## src/rtl/bank_rf_pkg.sv

```systemverilog
`timescale 1ns/1ps
package bank_rf_pkg;
  localparam int unsigned IDX_W     = 4;
  localparam int unsigned MODE_W    = 3;
  localparam int unsigned N_LOW     = 8;   // shared low names
  localparam int unsigned N_HIGH    = 5;   // names with a fast-mode copy
  localparam int unsigned N_STKBANK = 6;   // sp/lr pairs
  localparam int unsigned BANK_BASE = N_LOW + 2 * N_HIGH;
  localparam int unsigned N_GPR     = BANK_BASE + 2 * N_STKBANK + 1;
  localparam int unsigned PC_PHYS   = N_GPR - 1;
  localparam int unsigned N_SR      = 5;
  localparam int unsigned PHYS_W    = $clog2(N_GPR);
  localparam int unsigned SR_W      = $clog2(N_SR);

  typedef enum logic [MODE_W-1:0] {
    MD_USER   = 3'd0,
    MD_FAST   = 3'd1,
    MD_IRQ    = 3'd2,
    MD_SVC    = 3'd3,
    MD_ABORT  = 3'd4,
    MD_UNDEF  = 3'd5,
    MD_SYSTEM = 3'd6,
    MD_RESV   = 3'd7
  } mode_e;

  // which sp/lr pair a mode uses; 0 is the user/system pair
  function automatic logic [2:0] stack_bank(input logic [MODE_W-1:0] m);
    case (m)
      MD_SVC:   return 3'd1;
      MD_ABORT: return 3'd2;
      MD_UNDEF: return 3'd3;
      MD_IRQ:   return 3'd4;
      MD_FAST:  return 3'd5;
      default:  return 3'd0;
    endcase
  endfunction

  function automatic logic [PHYS_W-1:0] phys_of(input logic [MODE_W-1:0] m,
                                                input logic [IDX_W-1:0] idx);
    logic [PHYS_W-1:0] p;
    if (idx < IDX_W'(N_LOW))
      p = PHYS_W'(idx);
    else if (idx < IDX_W'(N_LOW + N_HIGH))
      p = (m == MD_FAST) ? PHYS_W'(idx) + PHYS_W'(N_HIGH) : PHYS_W'(idx);
    else if (idx < IDX_W'(15))
      p = PHYS_W'(BANK_BASE) + PHYS_W'({stack_bank(m), 1'b0})
        + PHYS_W'(idx - IDX_W'(13));
    else
      p = PHYS_W'(PC_PHYS);
    return p;
  endfunction

  function automatic logic sr_present(input logic [MODE_W-1:0] m);
    return (m == MD_FAST) || (m == MD_IRQ) || (m == MD_SVC) ||
           (m == MD_ABORT) || (m == MD_UNDEF);
  endfunction

  function automatic logic [SR_W-1:0] sr_slot(input logic [MODE_W-1:0] m);
    case (m)
      MD_FAST:  return SR_W'(0);
      MD_IRQ:   return SR_W'(1);
      MD_SVC:   return SR_W'(2);
      MD_ABORT: return SR_W'(3);
      MD_UNDEF: return SR_W'(4);
      default:  return SR_W'(0);
    endcase
  endfunction
endpackage

```

## src/rtl/bank_rf_map.sv

```systemverilog
`timescale 1ns/1ps
module bank_rf_map
  import bank_rf_pkg::*;
#(
  parameter int unsigned N_PORT = 3
) (
  input  logic [MODE_W-1:0]              mode,
  input  logic [N_PORT-1:0][IDX_W-1:0]   idx,
  output logic [N_PORT-1:0][PHYS_W-1:0]  phys,
  output logic                           sr_ok,
  output logic [SR_W-1:0]                sr_sel
);
  for (genvar p = 0; p < N_PORT; p++) begin : g_port
    assign phys[p] = phys_of(mode, idx[p]);
  end

  assign sr_ok  = sr_present(mode);
  assign sr_sel = sr_slot(mode);
endmodule

```

## src/rtl/bank_rf_gpr.sv

```systemverilog
`timescale 1ns/1ps
module bank_rf_gpr #(
  parameter int unsigned DATA_W = 32,
  parameter int unsigned DEPTH  = 31,
  parameter int unsigned N_RD   = 2,
  parameter int unsigned AW     = $clog2(DEPTH)
) (
  input  logic                          clk,
  input  logic                          rst_n,
  input  logic                          wr_en,
  input  logic [AW-1:0]                 wr_addr,
  input  logic [DATA_W-1:0]             wr_data,
  input  logic [N_RD-1:0][AW-1:0]       rd_addr,
  output logic [N_RD-1:0][DATA_W-1:0]   rd_data
);
  logic [DATA_W-1:0] mem [DEPTH];

  always_ff @(posedge clk or negedge rst_n) begin
    if (!rst_n) begin
      for (int k = 0; k < int'(DEPTH); k++) mem[k] <= '0;
    end else if (wr_en) begin
      mem[wr_addr] <= wr_data;
    end
  end

  for (genvar r = 0; r < N_RD; r++) begin : g_rd
    assign rd_data[r] = mem[rd_addr[r]];
  end
endmodule

```

## src/rtl/bank_rf_sr.sv

```systemverilog
`timescale 1ns/1ps
module bank_rf_sr #(
  parameter int unsigned DATA_W = 32,
  parameter int unsigned DEPTH  = 5,
  parameter int unsigned AW     = $clog2(DEPTH)
) (
  input  logic              clk,
  input  logic              rst_n,
  input  logic              slot_ok,
  input  logic [AW-1:0]     slot,
  input  logic              rd_en,
  input  logic              wr_en,
  input  logic [DATA_W-1:0] wr_data,
  output logic [DATA_W-1:0] rd_data,
  output logic              bad,
  output logic              wr_fire
);
  logic [DATA_W-1:0] word [DEPTH];

  assign wr_fire = wr_en & slot_ok;
  assign bad     = (rd_en | wr_en) & ~slot_ok;
  assign rd_data = slot_ok ? word[slot] : '0;

  always_ff @(posedge clk or negedge rst_n) begin
    if (!rst_n) begin
      for (int k = 0; k < int'(DEPTH); k++) word[k] <= '0;
    end else if (wr_fire) begin
      word[slot] <= wr_data;
    end
  end
endmodule

```

## src/rtl/bank_regfile.sv

```systemverilog
`timescale 1ns/1ps
module bank_regfile
  import bank_rf_pkg::*;
#(
  parameter int unsigned DATA_W = 32
) (
  input  logic              clk,
  input  logic              rst_n,
  input  logic [2:0]        mode,
  input  logic [3:0]        rd_a_idx,
  output logic [DATA_W-1:0] rd_a_data,
  input  logic [3:0]        rd_b_idx,
  output logic [DATA_W-1:0] rd_b_data,
  input  logic              wr_en,
  input  logic [3:0]        wr_idx,
  input  logic [DATA_W-1:0] wr_data,
  input  logic              sr_rd_en,
  input  logic              sr_wr_en,
  input  logic [DATA_W-1:0] sr_wr_data,
  output logic [DATA_W-1:0] sr_rd_data,
  output logic              sr_bad
);
  localparam int unsigned N_RD   = 2;
  localparam int unsigned N_PORT = N_RD + 1;   // reads first, write last

  // named internal events, observed by the bound checker
  logic [N_PORT-1:0][IDX_W-1:0]  port_idx;
  logic [N_PORT-1:0][PHYS_W-1:0] port_phys;
  logic [N_RD-1:0][PHYS_W-1:0]   rd_phys;
  logic [N_RD-1:0][DATA_W-1:0]   rd_word;
  logic [PHYS_W-1:0]             wr_phys;
  logic                          sr_ok;
  logic [SR_W-1:0]               sr_sel;
  logic                          sr_wr_fire;

  assign port_idx = {wr_idx, rd_b_idx, rd_a_idx};

  bank_rf_map #(.N_PORT(N_PORT)) u_map (
    .mode   (mode),
    .idx    (port_idx),
    .phys   (port_phys),
    .sr_ok  (sr_ok),
    .sr_sel (sr_sel)
  );

  assign rd_phys = port_phys[N_RD-1:0];
  assign wr_phys = port_phys[N_RD];

  bank_rf_gpr #(.DATA_W(DATA_W), .DEPTH(N_GPR), .N_RD(N_RD), .AW(PHYS_W)) u_gpr (
    .clk     (clk),
    .rst_n   (rst_n),
    .wr_en   (wr_en),
    .wr_addr (wr_phys),
    .wr_data (wr_data),
    .rd_addr (rd_phys),
    .rd_data (rd_word)
  );

  assign rd_a_data = rd_word[0];
  assign rd_b_data = rd_word[1];

  bank_rf_sr #(.DATA_W(DATA_W), .DEPTH(N_SR), .AW(SR_W)) u_sr (
    .clk     (clk),
    .rst_n   (rst_n),
    .slot_ok (sr_ok),
    .slot    (sr_sel),
    .rd_en   (sr_rd_en),
    .wr_en   (sr_wr_en),
    .wr_data (sr_wr_data),
    .rd_data (sr_rd_data),
    .bad     (sr_bad),
    .wr_fire (sr_wr_fire)
  );
endmodule

```

## config.mk

```make
export PLATFORM = sky130hd
export DESIGN_NAME = bank_regfile
export DESIGN_NICKNAME = d
export VERILOG_FILES = /design/src/rtl/bank_rf_pkg.sv /design/src/rtl/bank_rf_map.sv /design/src/rtl/bank_rf_gpr.sv /design/src/rtl/bank_rf_sr.sv /design/src/rtl/bank_regfile.sv
export SDC_FILE = /design/constraint.sdc
export NUM_CORES = 2
export LEC_CHECK = 0
export BUFFER_PORTS_ARGS = -buffer_cell sky130_fd_sc_hd__buf_2
export CORE_ASPECT_RATIO = 2
export CORE_MARGIN = 5
export CORE_UTILIZATION = 50
export CTS_CLUSTER_SIZE = 14
export DETAILED_ROUTE_END_ITERATION = 7
export PLACE_DENSITY_LB_ADDON = 0.05
export SKIP_LAST_GASP = 1
export SYNTH_ARGS = -nofsm -noshare
export SYNTH_HDL_FRONTEND = slang
export SYNTH_SLANG_ARGS = --single-unit
```

## constraint.sdc

```tcl
create_clock -name clk -period 3 [get_ports clk]
set_input_delay 0.15 -clock clk [delete_from_list [all_inputs] [get_ports clk]]
set_output_delay 0.15 -clock clk [all_outputs]
set_load 0.02 [all_outputs]
```

==> impl_metrics.yaml <==
run_status:
  outcome: "finished, violations left"
  violations: "negative setup slack"
clock_tree:
  cts.sinks: 1152
  worstSkewPairLatency_ns: 0.74
  cts_inserted_buffers: 108
  clockBufferDepth: 3
  ctsRootBufferMaster: "clkbuf_16"
  clk_pin_slew_ns: 0.06
  cts_tree: "done"
  htree_levels: 3
routing:
  wire_per_inst_um: 30.4
  vias: 54784
  wl_met2_um: 128000
  vias_per_cell: 6.43
  drtIter0Drc: 4716
  drc: 0
  drt-total-wl_um: 259000
  wl_met3_um: 16900
  drtAntennaViolNets: 0
  routedLengthMet1_um: 90900
  first_pass_iters: 6
  highest_layer: "met5"
global_route:
  grtUsageTotal_pct: 36.0
  antenna_found_initial: 14
  grt_pass1_vias: 56264
  grt_max_degree: 109
  grt_pass1_wl_um: 370000
  grt_remaining_overflow: 0
die:
  initial_utilization_pct: 50.1
  core_um2: 128000
  die_height_um: 517
  dieArea_um2: 136000
  ios: 181
  rows: 186
  die_w_um: 263
place:
  hpwl_um: 170000
  gp_congestion: 0.919
  port_buffers: 180
  place_area_um2: 73700
sta:
  finalCriticalPeriod_ns: 3.80
  final_hold_viol_count: 0
  rsz0062_at_grt: "true"
  fin_crit_sh_pct: 127
  max_freq_ghz: 0.263
  finalClockSkew_ns: 0
  worst_slew_pin_slew_ns: 0.769
  slew_headroom_pct: 48.8
  slew_viol_final: 0
  tns_ns: -43.41
  whs_ns: 0.0193
  fin_ws_ns: -0.799
  finalSetupViolCount: 64
min_path:
  holdPathStages: 3
  min_from: "wr_data[29]"
  worstHoldEndpoint: "u_gpr.mem[29]"
  min_path_type: "primary input to flip-flop"
power_and_ir_drop:
  power_density_nw_per_um2: 675
  power_w: 0.0563
  vdd_drop_max_mv: 0.573
  p_leak_nw: 36.7
synthesis:
  synthCells: 6241
  yosysTopAreaCell: "dfrtp_1"
  synth.yosys.warnings: 0
  ys_ff_latch: 1152
  netlist.area_leader.share_pct: 44.9
  avgSynthCellArea_um2: 10.3
  syn-num-nets: 6353
  async_reset_ff_share_pct: 100
  synth_area_leaders: "dfrtp_1 (45%), mux2_2 (17%), mux2i_1 (6.4%)"
  synth.cell_area_um2: 64200
  synth_edf_count: 0
  synthFlopType: "dfrtp_1"
  ys_types: 69
  synth-seq-area-share_pct: 44.9
worst_setup_path:
  required_ns: 2.85
  arrival_ns: 3.65
  cp_max_fo: 5
  timing.rr.end: "u_gpr.mem[429]"
  timing.rr.start: "u_gpr.mem[429]"
  rr_worst_depth: 1
  cp-end-kind: "primary output"
  startpoint: "mode[1]"
  crit_type: "primary input to primary output"
  start_kind: "primary input"
  rrSetupSlack_ns: 2.14
cells_and_area:
  layout.nets: 6845
  drive_above_1_share_pct: 38.7
  area_growth_pct: 29.9
  fin_area_um2: 83300
run:
  cap_viol_max_count: 0
-- cells by family after synthesis --
logic type	Yosys count	share of synthesized area, %
xor+xnor	6	0.0819
simple gates	1446	9.70
compound gates	1196	12.7
buf+inv	876	5.62
fa+ha+maj	29	0.597
mux	1536	26.3
flops	1152	44.9
-- routing by layer --
metal / vias up / GRT usage, %
met5: - / 0
met4: 12 / 24.5
met3: 1007 / 5.84
met2: 2503 / 63.2
met1: 27745 / 40.3
li1: 23517 / -
-- cells in the final DEF (no fill, tap or decap), types with 61 or more instances in the layout --
master / Yosys / final
buf_6: 4 / 87
a21oi_1: 139 / 125
mux2i_1: 412 / 408
nand2_1: 916 / 910
o21ai_0: 67 / 63
buf_12: 0 / 250
buf_4: 16 / 460
dfrtp_1: 1152 / 1152
o21bai_1: 96 / 61
nand3_1: 365 / 324
mux2_1: 123 / 95
inv_1: 250 / 245
o22ai_1: 125 / 87
buf_2: 182 / 114
a31oi_1: 320 / 241
clkbuf_16: 0 / 124
dlygate4sd3_1: 0 / 63
a211oi_1: 225 / 193
mux2_2: 972 / 971
-- state kept, by name, summed over array words and instances (netlist names) --
register	flops
u_sr.word	160
u_gpr.mem	992
-- how the worst max path moves through the flow --
stage / endpoint / slack [ns] / depth (start not counted)
detailed placement: rd_b_data[30] / -1.26 / 21
floorplan: u_gpr.mem[757] / -0.16 / 18
finish: rd_a_data[1] / -0.80 / 20
global route: rd_a_data[1] / -0.89 / 20
CTS: rd_b_data[30] / -0.82 / 20
global placement: rd_b_data[30] / -1.28 / 21
-- synthesized netlist by cell type, drive strengths merged, types with 3 or more instances --
master and n:
a211o 4, a211oi 225, a21o 4, a21oi 140, a311oi 33, a31oi 321, a32oi 64, and2 5
buf 273, clkbuf 352, dfrtp 1152, fa 3, ha 25, inv 251, mux2 1122, mux2i 412
nand2 916, nand2b 10, nand3 367, nand3b 3, nor2 70, nor2b 6, nor3 15, nor4 32
o2111ai 32, o211ai 35, o21ai 70, o21bai 96, o221ai 31, o22ai 126, o31ai 3, or2 6
or3 5, xnor2 4
-- layout make-up --
class | instances | area (µm²)
antenna | 4 | 10.0
clock buffer | 151 | 3230
clock inverter | 44 | 528
fill | 10028 | 44700
inverter | 251 | 955
multi-input combinational | 4213 | 36300
sequential | 1152 | 28800
tap | 1692 | 2120
timing repair buffer | 1007 | 11400
-- critical path, stage by stage --
cell and delay [ns]:
buf_12 0.11, inv_12 0.04, ha_4 0.11, inv_2 0.04, o21ai_1 0.11, and2_4 0.20
ha_4 0.21, ha_4 0.15, inv_2 0.05, fa_2 0.43, nor2_2 0.08, a211o_1 0.14
a21oi_4 0.08, nand4_1 0.17, buf_12 0.16, buf_4 0.14, o21bai_1 0.19, o2111ai_4 0.19
nor4_4 0.61, buf_4 0.25
-- what timing repair did --
action	4_1_cts	5_1_grt
cloned	5	15
buffers inserted	48	64
gates resized for setup	247	433
setup endpoints to repair	195	152
hold buffers	64	0
pin swaps	82	155
hold endpoints to repair	864	0
-- power by group --
| group | internal (W) | total (W) | switching (W) |
|---|---|---|---|
| Combinational | 0.00881 | 0.0183 | 0.00953 |
| Sequential | 0.0197 | 0.0232 | 0.00345 |
| Clock | 0.00835 | 0.0148 | 0.00641 |
| Total | 0.0369 | 0.0563 | 0.0194 |
-- through the flow --
| stage | instances | utilization, % | setup slack (ns) |
|---|---|---|---|
| 2_1_floorplan | 6241 | - | -0.160 |
| 5_1_grt | 8511 | 65.1 | -0.885 |
| 3_5_place_dp | 8156 | 57.6 | -1.26 |
| 6_report | 8514 | 65.1 | -0.799 |
| 3_3_place_gp | 8156 | 57.6 | -1.28 |
| 4_1_cts | 8461 | 62.5 | -0.821 |
(Power assumes the default switching activity.)
